$ cat src/rtl/pwrseq_pkg.sv
package pwrseq_pkg;

    typedef enum logic [1:0] {
        ST_OFF   = 2'd0,
        ST_DELAY = 2'd1,
        ST_WAIT  = 2'd2,
        ST_RUN   = 2'd3
    } seq_state_e;

    typedef struct packed {
        logic rise;
        logic fall;
    } edge_t;

    function automatic edge_t edge_of(input logic cur, input logic prev);
        edge_t e;
        e.rise = cur & ~prev;
        e.fall = ~cur & prev;
        return e;
    endfunction

    function automatic int unsigned width_for(input int unsigned n);
        return (n > 1) ? $clog2(n) : 1;
    endfunction

endpackage

$ cat src/rtl/pwrseq_delay.sv
module pwrseq_delay import pwrseq_pkg::*; #(
    parameter int DELAY_CYCLES = 6250
) (
    input  logic clk,
    input  logic rst,
    input  logic count_en,
    output logic done_o
);
    localparam int unsigned CW = width_for(DELAY_CYCLES);
    localparam logic [CW-1:0] LAST = CW'(DELAY_CYCLES - 1);

    logic [CW-1:0] cnt_q;

    always_ff @(posedge clk) begin
        if (rst || !count_en) begin
            cnt_q <= '0;
        end else if (cnt_q != LAST) begin
            cnt_q <= cnt_q + 1'b1;
        end
    end

    assign done_o = count_en && (cnt_q == LAST);
endmodule

$ cat src/rtl/pwrseq_pdn_qual.sv
module pwrseq_pdn_qual import pwrseq_pkg::*; #(
    parameter int QUAL_EDGES = 2
) (
    input  logic clk,
    input  logic rst,
    input  logic arm_i,
    input  logic difc_i,
    input  logic pdn_n_i,
    output logic accept_o,
    output logic park_o
);
    localparam int unsigned QW = width_for(QUAL_EDGES + 1);
    localparam logic [QW-1:0] Q_LAST = QW'(QUAL_EDGES - 1);

    logic          difc_q;
    logic [QW-1:0] low_cnt_q;
    logic          pending_q;
    edge_t         edg;

    assign edg = edge_of(difc_i, difc_q);

    always_ff @(posedge clk) begin
        if (rst) difc_q <= 1'b0;
        else     difc_q <= difc_i;
    end

    assign accept_o = arm_i && edg.rise && !pdn_n_i && !pending_q && (low_cnt_q == Q_LAST);
    assign park_o   = arm_i && edg.fall && pending_q;

    always_ff @(posedge clk) begin
        if (rst || !arm_i) begin
            low_cnt_q <= '0;
            pending_q <= 1'b0;
        end else begin
            if (edg.rise) begin
                if (pdn_n_i)                low_cnt_q <= '0;
                else if (low_cnt_q < Q_LAST) low_cnt_q <= low_cnt_q + 1'b1;
            end
            if (accept_o) pending_q <= 1'b1;
        end
    end
endmodule

$ cat src/rtl/pwrseq_lock_latch.sv
module pwrseq_lock_latch (
    input  logic clk,
    input  logic clr_i,
    input  logic set_i,
    output logic q_o
);
    always_ff @(posedge clk) begin
        if (clr_i)      q_o <= 1'b0;
        else if (set_i) q_o <= 1'b1;
    end
endmodule

$ cat src/rtl/clkbuf_pwrseq.sv
module clkbuf_pwrseq import pwrseq_pkg::*; #(
    parameter int DELAY_CYCLES = 6250,
    parameter int QUAL_EDGES   = 2
) (
    input  logic clk,
    input  logic rst,
    input  logic pwr_good,
    input  logic pdn_n,
    input  logic clk_valid,
    input  logic pll_locked,
    input  logic difc_lvl,
    input  logic pdn_float,
    output logic run_o,
    output logic true_hi_o,
    output logic lock_o
);
    seq_state_e state_q;
    logic       parked_q;
    logic       power_lost;
    logic       ready;
    logic       delay_done;
    logic       accept;
    logic       park;
    logic       arm;
    logic       start_run;

    assign power_lost = rst || !pwr_good;
    assign ready      = clk_valid && pdn_n && pll_locked;
    assign arm        = (state_q == ST_RUN);
    assign start_run  = (state_q == ST_WAIT) && ready;

    pwrseq_delay #(.DELAY_CYCLES(DELAY_CYCLES)) u_delay (
        .clk      (clk),
        .rst      (rst),
        .count_en (state_q == ST_DELAY),
        .done_o   (delay_done)
    );

    pwrseq_pdn_qual #(.QUAL_EDGES(QUAL_EDGES)) u_qual (
        .clk      (clk),
        .rst      (rst),
        .arm_i    (arm),
        .difc_i   (difc_lvl),
        .pdn_n_i  (pdn_n),
        .accept_o (accept),
        .park_o   (park)
    );

    pwrseq_lock_latch u_lock (
        .clk   (clk),
        .clr_i (power_lost || accept),
        .set_i (start_run),
        .q_o   (lock_o)
    );

    always_ff @(posedge clk) begin
        if (power_lost) begin
            state_q  <= ST_OFF;
            parked_q <= 1'b0;
        end else begin
            unique case (state_q)
                ST_OFF:   state_q <= ST_DELAY;
                ST_DELAY: if (delay_done) state_q <= ST_WAIT;
                ST_WAIT: begin
                    if (ready) begin
                        state_q  <= ST_RUN;
                        parked_q <= 1'b0;
                    end
                end
                ST_RUN: begin
                    if (park) begin
                        state_q  <= ST_WAIT;
                        parked_q <= 1'b1;
                    end
                end
                default:  state_q <= ST_OFF;
            endcase
        end
    end

    assign run_o     = (state_q == ST_RUN);
    assign true_hi_o = parked_q && !pdn_float;
endmodule

$ cat config.mk
export PLATFORM = sky130hd
export DESIGN_NAME = clkbuf_pwrseq
export DESIGN_NICKNAME = d
export VERILOG_FILES = /design/src/rtl/pwrseq_pkg.sv /design/src/rtl/pwrseq_delay.sv /design/src/rtl/pwrseq_pdn_qual.sv /design/src/rtl/pwrseq_lock_latch.sv /design/src/rtl/clkbuf_pwrseq.sv
export SDC_FILE = /design/constraint.sdc
export NUM_CORES = 1
export LEC_CHECK = 0
export BUFFER_PORTS_ARGS = -buffer_cell sky130_fd_sc_hd__buf_2
export CAP_MARGIN = 0
export CORE_MARGIN = 2
export CORE_UTILIZATION = 28
export CTS_CLUSTER_SIZE = 24
export DETAILED_ROUTE_END_ITERATION = 7
export GPL_TIMING_DRIVEN = 0
export SETUP_SLACK_MARGIN = 0.2
export SLEW_MARGIN = 15
export SYNTH_ARGS = -nofsm -noshare
export SYNTH_HDL_FRONTEND = slang
export SYNTH_HIERARCHICAL = 1
export SYNTH_SLANG_ARGS = --single-unit
$ cat constraint.sdc
create_clock -name clk -period 1.9 [get_ports clk]
set_input_delay 0.285 -clock clk [delete_from_list [all_inputs] [get_ports clk]]
set_output_delay 0.285 -clock clk [all_outputs]
set_load 0.02 [all_outputs]
==> results of run 1 <==
==> through the flow <==
stage	hold slack, ns	setup WS, ns	util (%)	instance area, um2	instances
floorplan	0.357	0.317	-	1040	111
global placement	0.462	0.211	31.9	1150	169
CTS	0.242	0.216	33.4	1200	174
finish	0.246	0.277	33.5	1210	174
global route	0.245	0.205	33.5	1210	174
detailed placement	0.466	0.185	31.9	1150	169
==> area by class of cell <==
| type | instances | area share, % |
|---|---|---|
| well taps | 48 | 4.97 |
| inverters | 4 | 1.24 |
| clock inverters | 1 | 0.414 |
| repair buffers | 11 | 4.76 |
| multi-input cells | 85 | 49.9 |
| clock buffers | 3 | 3.42 |
| flip-flops and latches | 21 | 35.0 |
| plain buffers | 1 | 0.311 |
==> cells in the final DEF (no fill, tap or decap), types with 2 or more instances in the layout <==
cell type,n
a21oi_1,7
and2_2,2
and3b_1,2
and4_2,2
and4b_1,2
buf_2,10
clkbuf_8,3
dfxtp_1,19
dfxtp_2,2
ha_1,3
inv_1,4
nand2_1,4
nand2b_1,5
nand3_1,7
nand4_1,4
nor2_1,13
nor2b_1,2
o21ai_1,2
or4b_4,2
xor2_1,9
==> worst reg2reg max path: stages, from the launching register on <==
cell	delay, ns
dfxtp_1	0.36
or4b_4	0.56
nor3_4	0.21
and2_2	0.17
and3b_1	0.16
a311oi_1	0.05
==> report_power, final <==
part	internal [W]	switching, W	leakage, nW
Sequential	0.000443	0.00000496	0.171
Combinational	0.0000159	0.0000159	0.280
Clock	0.000146	0.000147	0.0255
==> how the worst min path moves through the flow <==
stage	endpoint	slack [ns]	from	cells past startpoint
after floorplan	u_qual/difc_q	0.36	rst	1
after global placement	u_lock/q_o	0.46	u_lock/q_o	1
after detailed placement	u_lock/q_o	0.47	u_lock/q_o	1
after CTS	u_qual/difc_q	0.24	rst	2
after global routing	u_qual/difc_q	0.25	rst	2
final	u_qual/difc_q	0.25	rst	2
==> cells by family (layout without fill, tap and decap cells) <==
kind of cell / count (synthesis) / in the layout / share of synthesized area [%]
buffers and inverters: 5 / 20 / 1.80
AO/OA/AOI/OAI: 15 / 15 / 9.03
flip-flops: 21 / 21 / 40.4
AND/OR/NAND/NOR: 57 / 57 / 36.3
adder cells (fa/ha/maj): 4 / 4 / 4.81
XOR/XNOR: 9 / 9 / 7.58
==> state kept, by name, summed over array words and instances (netlist names) <==
signal	count
parked_q	1
u_qual/difc_q	1
u_lock/q_o	1
state_q	2
u_qual/low_cnt_q	2
u_delay/cnt_q	13
u_qual/pending_q	1
==> metal layers <==
layer	GRT usage (%)	vias up	routed length (um)
li1	-	424	-
met1	11.4	386	880
met2	19.7	14	916
met3	4.34	0	97
met4	0.798	0	0
met5	0	-	0
==> synth_stat cells, types with 2 or more instances <==
cell type,number
ha_1,4
and3b_1,2
nand4_1,4
and4b_1,2
and4_2,2
nor2_1,13
nand3_1,7
a21oi_1,7
xor2_1,9
o21ai_1,2
and2_2,2
nand2_1,4
dfxtp_1,21
or4b_4,2
nor2b_1,2
nand2b_1,5
inv_1,4
==> repair_timing <==
action,in CTS,in global routing
endpoints found under the setup margin,1,1
buffers inserted,1,0
gates resized for setup,0,3
pin swaps,1,0
==> run summary, run 1 <==
Multi-input gate area - 603 um2
Reg2Reg Depth - 5
Largest net degree at the start of global routing - 13
Initial DRC count - 17
Arrival time at the worst endpoint - 1.76 ns
I/O pins - 11
CTS Root Cell - clkbuf_8
Htree depth - 1
Max-slew violations - 0
Startpoint Class - flop
HPWL after detailed placement - 1440 um
P&R area growth vs syn - 16.2%
Syn Nets - 123
Worst slew pin tran - 0.440 ns
Slew headroom - 70.7%
Leak - 0.476 nW
Filler Cell Count - 382
Skew-Pair Late Insertion Delay - 0.26 ns
DIE AREA - 4220 um2
Site Rows - 22
Hold crit path type - in -> reg
Area contributors post-synth - dfxtp_1 (40%), xor2_1 (7.6%), ha_1 (4.8%)
Critical R2R Launch - u_delay/cnt_q[2]
CP Class - reg -> reg
Yosys top cell by area - dfxtp_1
# DRC - 0
Clk sinks - 21
R2R Path End - state_q[0]
CP cell instances - or4b_4 -> nor3_4 -> and2_2 -> and3b_1 -> a311oi_1
Initial Utilization - 28.8%
WP data required - 2.04 ns
Fmax - 0.616 GHz
Number of synthesized flops with an enable pin - 0
Die width - 64.9 um
CTS Buf Count - 3
Clk pin slew, worst setup/hold paths - 0.08 ns
CP bufs+invs - 0
Post-synth ARST share - 0%
Synth Register Bits - 21
Post-Syn Area - 1040 um2
Routed vias - 824
Fin crit share - 85.4%
Seq/Total Area, Yosys - 40.4%
Share of the synthesized area in the top cell type - 40.4%
Grt ovf - 0
CP max FO - 7
CP endpoint - state_q[0]
Status - finished clean
Gpl congestion - 0.771
Port Buffers - 10
Die H - 64.9 um
Initial antenna violation count - 0
Final hold vios - 0
Cells after Synth - 111
Wire per inst - 10.9 um
Post-CTS Hold Buffers - 0
Peak VDD IR - 0.381 mV
Core area - 3610 um2
Setup crit end kind - flop
Warnings from Yosys - 6
Layout cells sized above 1 - 23.0%
First-pass GRT wire length - 3520 um
Clock skew - 0.00382 ns
Register area - 423 um2
Post-route ant nets - 0
Total Wirelength - 1890 um
Final #Nets - 139
Worst Setup SP - u_delay/cnt_q[2]
Top delay family on crit path - simple AND/OR/NAND/NOR gates
# diodes - 0
RSZ-0062 raised after global routing - no
Final setup fails - 0
Post-route setup TNS - 0 ns
WP depth - 5
Number of max-cap violations - 0
Detailed Routing Iterations Pass 1 - 4
Syn Area/Cell - 9.37 um2
Overall Power - 0.000773 W
Number of global-route vias before repair - 889
Cell variety after synth - 36
Synth Flop Type - dfxtp_1
TritonCTS clock tree - done
CP max-delay cell - or4b_4
Total GRT Usage - 10.5%
Flop2flop setup slack - 0.28 ns
Min Tclk post-route - 1.62 ns
Slowest stage delay, CP - 0.56 ns
Cell area power density - 639 nW/um2
Routed vias/inst - 4.74
Clock Path Buffers - 2
No activity file was read; power rests on OpenSTA's default activity.
==> run 2: changes to the inputs <==
SLEW_MARGIN = 20   (was 15)
clock period = 1.8 ns   (was 1.9 ns; I/O delays follow)
==> run 2 against run 1 <==
Hold slack got worse by 0.018 ns. Cell area rose by 3.8%. Register-to-register slack worse by 0.06 ns. Global-route usage is the same. Cell count is 1.7% higher. Sequential power rose by 4.5%. Combinational power grew 6.9%. Setup slack worse by 0.056 ns. Die area unchanged. Critical path depth stayed put. Via count rose by 4.1%. Count of clock-buffer cells in the layout is the same. Critical endpoint unchanged. Largest power group unchanged.
==> run summary, run 2 (synthesized netlist as in run 1, its figures left out) <==
RSZ-0062 raised after global routing - yes
Depth of the worst hold-timing path - 2 (unchanged)
Clock skew - 0.00182 ns (-0.00200 ns)
Post-route cell area - 1250 um2 (+3.8%)
Hold EP - u_qual/difc_q
Die width - 64.9 um (unchanged)
Number of global-route vias before repair - 885 (-0.45%)
Slew headroom - 70.4% (-0.21 points)
Post-CTS Hold Buffers - 0 (unchanged)
Non-Filler Instances - 177 (+1.7%)
Wire per inst - 11.2 um (+2.9%)
Total Wirelength - 1980 um (+4.6%)
Skew-Pair Late Insertion Delay - 0.26 ns (about the same)
Status - finished clean
Flop2flop setup slack - 0.22 ns (-0.06 ns)
Most flop-heavy register - u_delay/cnt_q
Final setup fails - 0 (unchanged)
Port Buffers - 10 (unchanged)
I/O pins - 11 (unchanged)
Startpoint Class - flop
Peak VDD IR - 0.397 mV (+4.3%)
Layout cells sized above 1 - 29.5% (+6.4 points)
Min Tclk post-route - 1.58 ns (-0.0442 ns)
Largest registers - u_delay/cnt_q: 13 flops, state_q: 2 flops, u_qual/low_cnt_q: 2 flops
Critical R2R Launch - u_delay/cnt_q[4]
Detailed Routing Iterations Pass 1 - 4 (unchanged)
Final setup margin - 0.222 ns (-0.0558 ns)
DP Worst Slack - 0.0850 ns (-0.100 ns)
Cell area power density - 651 nW/um2 (+1.8%)
Die H - 64.9 um (unchanged)
P&R area growth vs syn - 20.7%
Register area - 439 um2 (+3.8%)
Largest net degree at the start of global routing - 13 (unchanged)
Htree depth - 1 (unchanged)
# DRC - 0 (unchanged)
Initial DRC count - 16 (-1)
Gpl congestion - 0.771 (unchanged)
Total GRT Usage - 10.5% (unchanged)
R2R Path End - state_q[0]
CTS Buf Count - 3 (unchanged)
TritonCTS clock tree - done
Final hold vios - 0 (unchanged)
Core area - 3610 um2 (unchanged)
Clk sinks - 21 (unchanged)
Worst hold slack - 0.229 ns (-0.0175 ns)
Hold path start - rst
Number of max-cap violations - 0 (unchanged)
Reg2Reg Depth - 5 (unchanged)
Routed vias - 858 (+4.1%)
Area after DPL - 1150 um2 (unchanged)
Routed vias/inst - 4.85 (+2.4%)
Max-slew violations - 0 (unchanged)
HPWL after detailed placement - 1440 um (unchanged)
CTS Root Cell - clkbuf_8
Max FFs per register - 13 (unchanged)
# diodes - 0 (unchanged)
Initial Utilization - 28.8% (unchanged)
Clock Path Buffers - 2 (unchanged)
CP Class - reg -> reg
First-pass GRT wire length - 3520 um (unchanged)
Setup crit end kind - flop
Grt ovf - 0 (unchanged)
Initial antenna violation count - 0 (unchanged)
Post-route ant nets - 0 (unchanged)
Worst slew pin tran - 0.443 ns (+0.00318 ns)
Commonest non-fill, non-tap cells in the layout - dfxtp_1 (14), nor2_1 (13), buf_2 (10)
Clk pin slew, worst setup/hold paths - 0.08 ns (about the same)
Filler Cell Count - 381 (-0.26%)
DIE AREA - 4220 um2 (unchanged)
Commonest non-fill, non-tap cell in the layout - dfxtp_1
WP data required - 1.94 ns (-0.10 ns)
Dpl cells - 169 (unchanged)
Fin crit share - 87.7% (+2.3 points)
Arrival time at the worst endpoint - 1.72 ns (-0.04 ns)
Final #Nets - 142 (+2.2%)
CP max FO - 4 (-3)
Multi-input gate area - 611 um2 (+1.2%)
Post-route setup TNS - 0 ns (unchanged)
Fmax - 0.634 GHz (+2.8%)
Leak - 0.496 nW (+4.2%)
Hold crit path type - in -> reg
Site Rows - 22 (unchanged)
## run 2: area by class of cell
| class | count | area share (%) |
|---|---|---|
| inverter | 4 | 1.20 |
| buffer | 1 | 0.299 |
| clock buffer | 3 | 3.29 |
| timing repair buffer | 14 | 6.38 |
| tap | 48 | 4.79 |
| sequential | 21 | 35.0 |
| clock inverter | 1 | 0.399 |
| multi-input combinational | 85 | 48.7 |
## run 2: layer usage
layer	vias up	GRT usage, %	wire length (um)
li1	432	-	-
met1	409	11.5	888
met2	15	19.6	986
met3	2	4.34	93
met4	0	0.798	12
met5	-	0	0
## run 2: worst max path at each step
stage                          start    endpoint  slack (ns)  cells after the start
global placement    u_delay/cnt_q[4]  state_q[0]        0.11                      5
detailed placement  u_delay/cnt_q[2]  state_q[0]        0.09                      5
CTS                 u_delay/cnt_q[2]  state_q[0]        0.20                      5
finish              u_delay/cnt_q[4]  state_q[0]        0.22                      5
floorplan           u_delay/cnt_q[2]  state_q[0]        0.22                      5
global route        u_delay/cnt_q[4]  state_q[0]        0.17                      5
## run 2: power by group
group | switching, W | total, W | internal (W)
logic | 0.0000171 | 0.0000340 | 0.0000169
registers | 0.00000517 | 0.000468 | 0.000462
clock network | 0.000161 | 0.000316 | 0.000155
## run 2: repair_timing
action | CTS | global route
setup buffers | 1 | 3
setup endpoints to repair | 3 | 5
pin swaps | 1 | 6
gates resized for setup | 6 | 9
## run 2: critical path: stages, from the launching register on
cell	delay, ns
dfxtp_4	0.36
or4b_4	0.54
nor3_4	0.19
and2_4	0.16
and3b_1	0.16
a311oi_1	0.04
## run 2: through the flow
stage / total power (W) / util (%)
detailed placement: 0.000518 / 31.9
CTS: 0.000827 / 33.7
global placement: 0.000516 / 31.9
finish: 0.000817 / 34.8
floorplan: 0.000501 / -
global route: 0.000858 / 34.8
==> run 3: changes to the inputs <==
PLACE_DENSITY = 0.56   (was unset)
RECOVER_POWER = 100   (was unset)
REMOVE_ABC_BUFFERS = 1   (was unset)
==> run 3 against run 2 <==
Sequential power grew 0.9%. Clock power shrank 1%. Global-route usage grew 0.15 points. Critical path depth is the same. Setup slack lost 0.042 ns. Count of clock-buffer cells in the layout is the same. Non-clock buffer count is the same.
==> run summary, run 3 (synthesized netlist as in run 1, its figures left out) <==
Clock skew - 0.00571 ns (+0.00388 ns)
Commonest non-fill, non-tap cells in the layout - dfxtp_1 (16), nor2_1 (13), xor2_1 (8)
Final #Nets - 142 (unchanged)
CP endpoint - u_delay/cnt_q[12]
CP Class - reg -> reg
Peak VDD IR - 0.286 mV (-28%)
Final hold vios - 0 (unchanged)
Leak - 0.465 nW (-6.2%)
Total GRT Usage - 10.7% (+0.15 points)
Number of global-route vias before repair - 828 (-6.4%)
Die H - 64.9 um (unchanged)
Grt ovf - 0 (unchanged)
Port Buffers - 10 (unchanged)
Setup crit end kind - flop
WP data required - 2.01 ns (+0.07 ns)
DIE AREA - 4220 um2 (unchanged)
Gpl congestion - 0.742 (-3.8%)
Worst Setup SP - u_delay/cnt_q[0]
Layout cells sized above 1 - 22.5% (-7.0 points)
Max FFs per register - 13 (unchanged)
Post-route ant nets - 0 (unchanged)
P&R area growth vs syn - 18.9%
RSZ-0062 raised after global routing - yes
Fin crit share - 90.0% (+2.3 points)
Clk pin slew, worst setup/hold paths - 0.08 ns (about the same)
TritonCTS clock tree - done
Skew-Pair Late Insertion Delay - 0.26 ns (about the same)
Post-route setup TNS - 0 ns (unchanged)
Status - finished clean
CP max FO - 5 (+1)
Site Rows - 22 (unchanged)
Min Tclk post-route - 1.62 ns (+0.0422 ns)
Routed vias/inst - 4.77 (-1.6%)
HPWL after detailed placement - 1400 um (-3.0%)
Post-route cell area - 1240 um2 (-1.5%)
I/O pins - 11 (unchanged)
Detailed Routing Iterations Pass 1 - 4 (unchanged)
Flop2flop setup slack - 0.18 ns (-0.04 ns)
Most flop-heavy register - u_delay/cnt_q
Wire per inst - 10.8 um (-3.8%)
Area after DPL - 1150 um2 (-0.33%)
Commonest non-fill, non-tap cell in the layout - dfxtp_1
Largest net degree at the start of global routing - 15 (+2)
CTS Root Cell - clkbuf_8
Hold crit path type - in -> reg
Initial Utilization - 28.8% (unchanged)
Initial antenna violation count - 0 (unchanged)
Routed vias - 844 (-1.6%)
Fmax - 0.617 GHz (-2.6%)
Clock Path Buffers - 2 (unchanged)
Critical R2R Launch - u_delay/cnt_q[0]
CTS Buf Count - 3 (unchanged)
Cell area power density - 662 nW/um2 (+1.6%)
Startpoint Class - flop
Arrival time at the worst endpoint - 1.83 ns (+0.11 ns)
Number of max-cap violations - 0 (unchanged)
Register area - 429 um2 (-2.3%)
Reg2Reg Depth - 5 (unchanged)
Max-slew violations - 0 (unchanged)
Largest registers - u_delay/cnt_q: 13 flops, state_q: 2 flops, u_qual/low_cnt_q: 2 flops
Slew headroom - 81.4% (+11 points)
# diodes - 0 (unchanged)
Initial DRC count - 42 (+26)
Core area - 3610 um2 (unchanged)
Filler Cell Count - 382 (+0.26%)
First-pass GRT wire length - 3530 um (+0.37%)
# DRC - 0 (unchanged)
Multi-input gate area - 614 um2 (+0.61%)
Final setup fails - 0 (unchanged)
Htree depth - 1 (unchanged)
Die width - 64.9 um (unchanged)
Worst slew pin tran - 0.279 ns (-0.164 ns)
R2R Path End - u_delay/cnt_q[12]
Clk sinks - 21 (unchanged)
Total Wirelength - 1910 um (-3.8%)
[run 3: cell count changes in the layout (fill, tap and decap cells not counted), sizes merged]
cell    previous run  this run
buf               14         8
clkbuf             4        10
[run 3: worst max-delay path: stages, from the launching register on]
cell and delay (ns):
dfxtp_2 0.39, ha_2 0.21, and4_1 0.26, nand3_1 0.16, or4_1 0.48, nand2_1 0.07
[run 3: what timing repair did]
action                     CTS  global route
gates resized for setup     10             5
hold buffers                 0             0
pin swaps                    4             3
setup buffers                4             1
setup endpoints to repair    3             6
[run 3: per-layer routing]
metal / vias to the layer above / track usage, % / share of wire (%)
met2: 15 / 18.0 / 45
li1: 431 / - / -
met1: 398 / 13.4 / 50
met4: 0 / 0.798 / 0
met5: - / 0 / 0
met3: 0 / 4.17 / 4.4
[run 3: worst min-delay path by stage]
stage,slack [ns],depth (start not counted),from,to
floorplan,0.34,1,rst,u_qual/difc_q
global placement,0.46,2,u_qual/low_cnt_q[1],u_qual/low_cnt_q[1]
detailed placement,0.47,1,u_lock/q_o,u_lock/q_o
CTS,0.24,2,rst,u_qual/difc_q
global route,0.24,2,rst,u_qual/difc_q
finish,0.24,2,rst,u_qual/difc_q
[run 3: area by class of cell]
cell class,instances,area share [%]
Timing Repair Buffer,15,5.77
Inverter,4,1.21
Tap cell,48,4.86
Clock inverter,1,0.405
Clock buffer,3,3.34
Multi-Input combinational cell,85,49.7
Sequential cell,21,34.7
[run 3: power by group]
group	total (W)	internal, W	leakage (nW)	switching (W)
Sequential	0.000472	0.000466	0.173	0.00000538
Combinational	0.0000341	0.0000170	0.267	0.0000171
Clock	0.000312	0.000154	0.0255	0.000158
Total	0.000818	0.000638	0.465	0.000180
[run 3: through the flow]
stage	instances	power (W)	setup WS, ns	utilization (%)	hold WS, ns
3_3_place_gp	168	0.000515	0.0923	31.8	0.462
5_1_grt	177	0.000857	0.0674	34.3	0.236
4_1_cts	176	0.000829	0.166	34.4	0.236
6_report	177	0.000818	0.179	34.3	0.237
2_1_floorplan	110	0.000501	0.217	-	0.342
3_5_place_dp	168	0.000517	0.0805	31.8	0.473
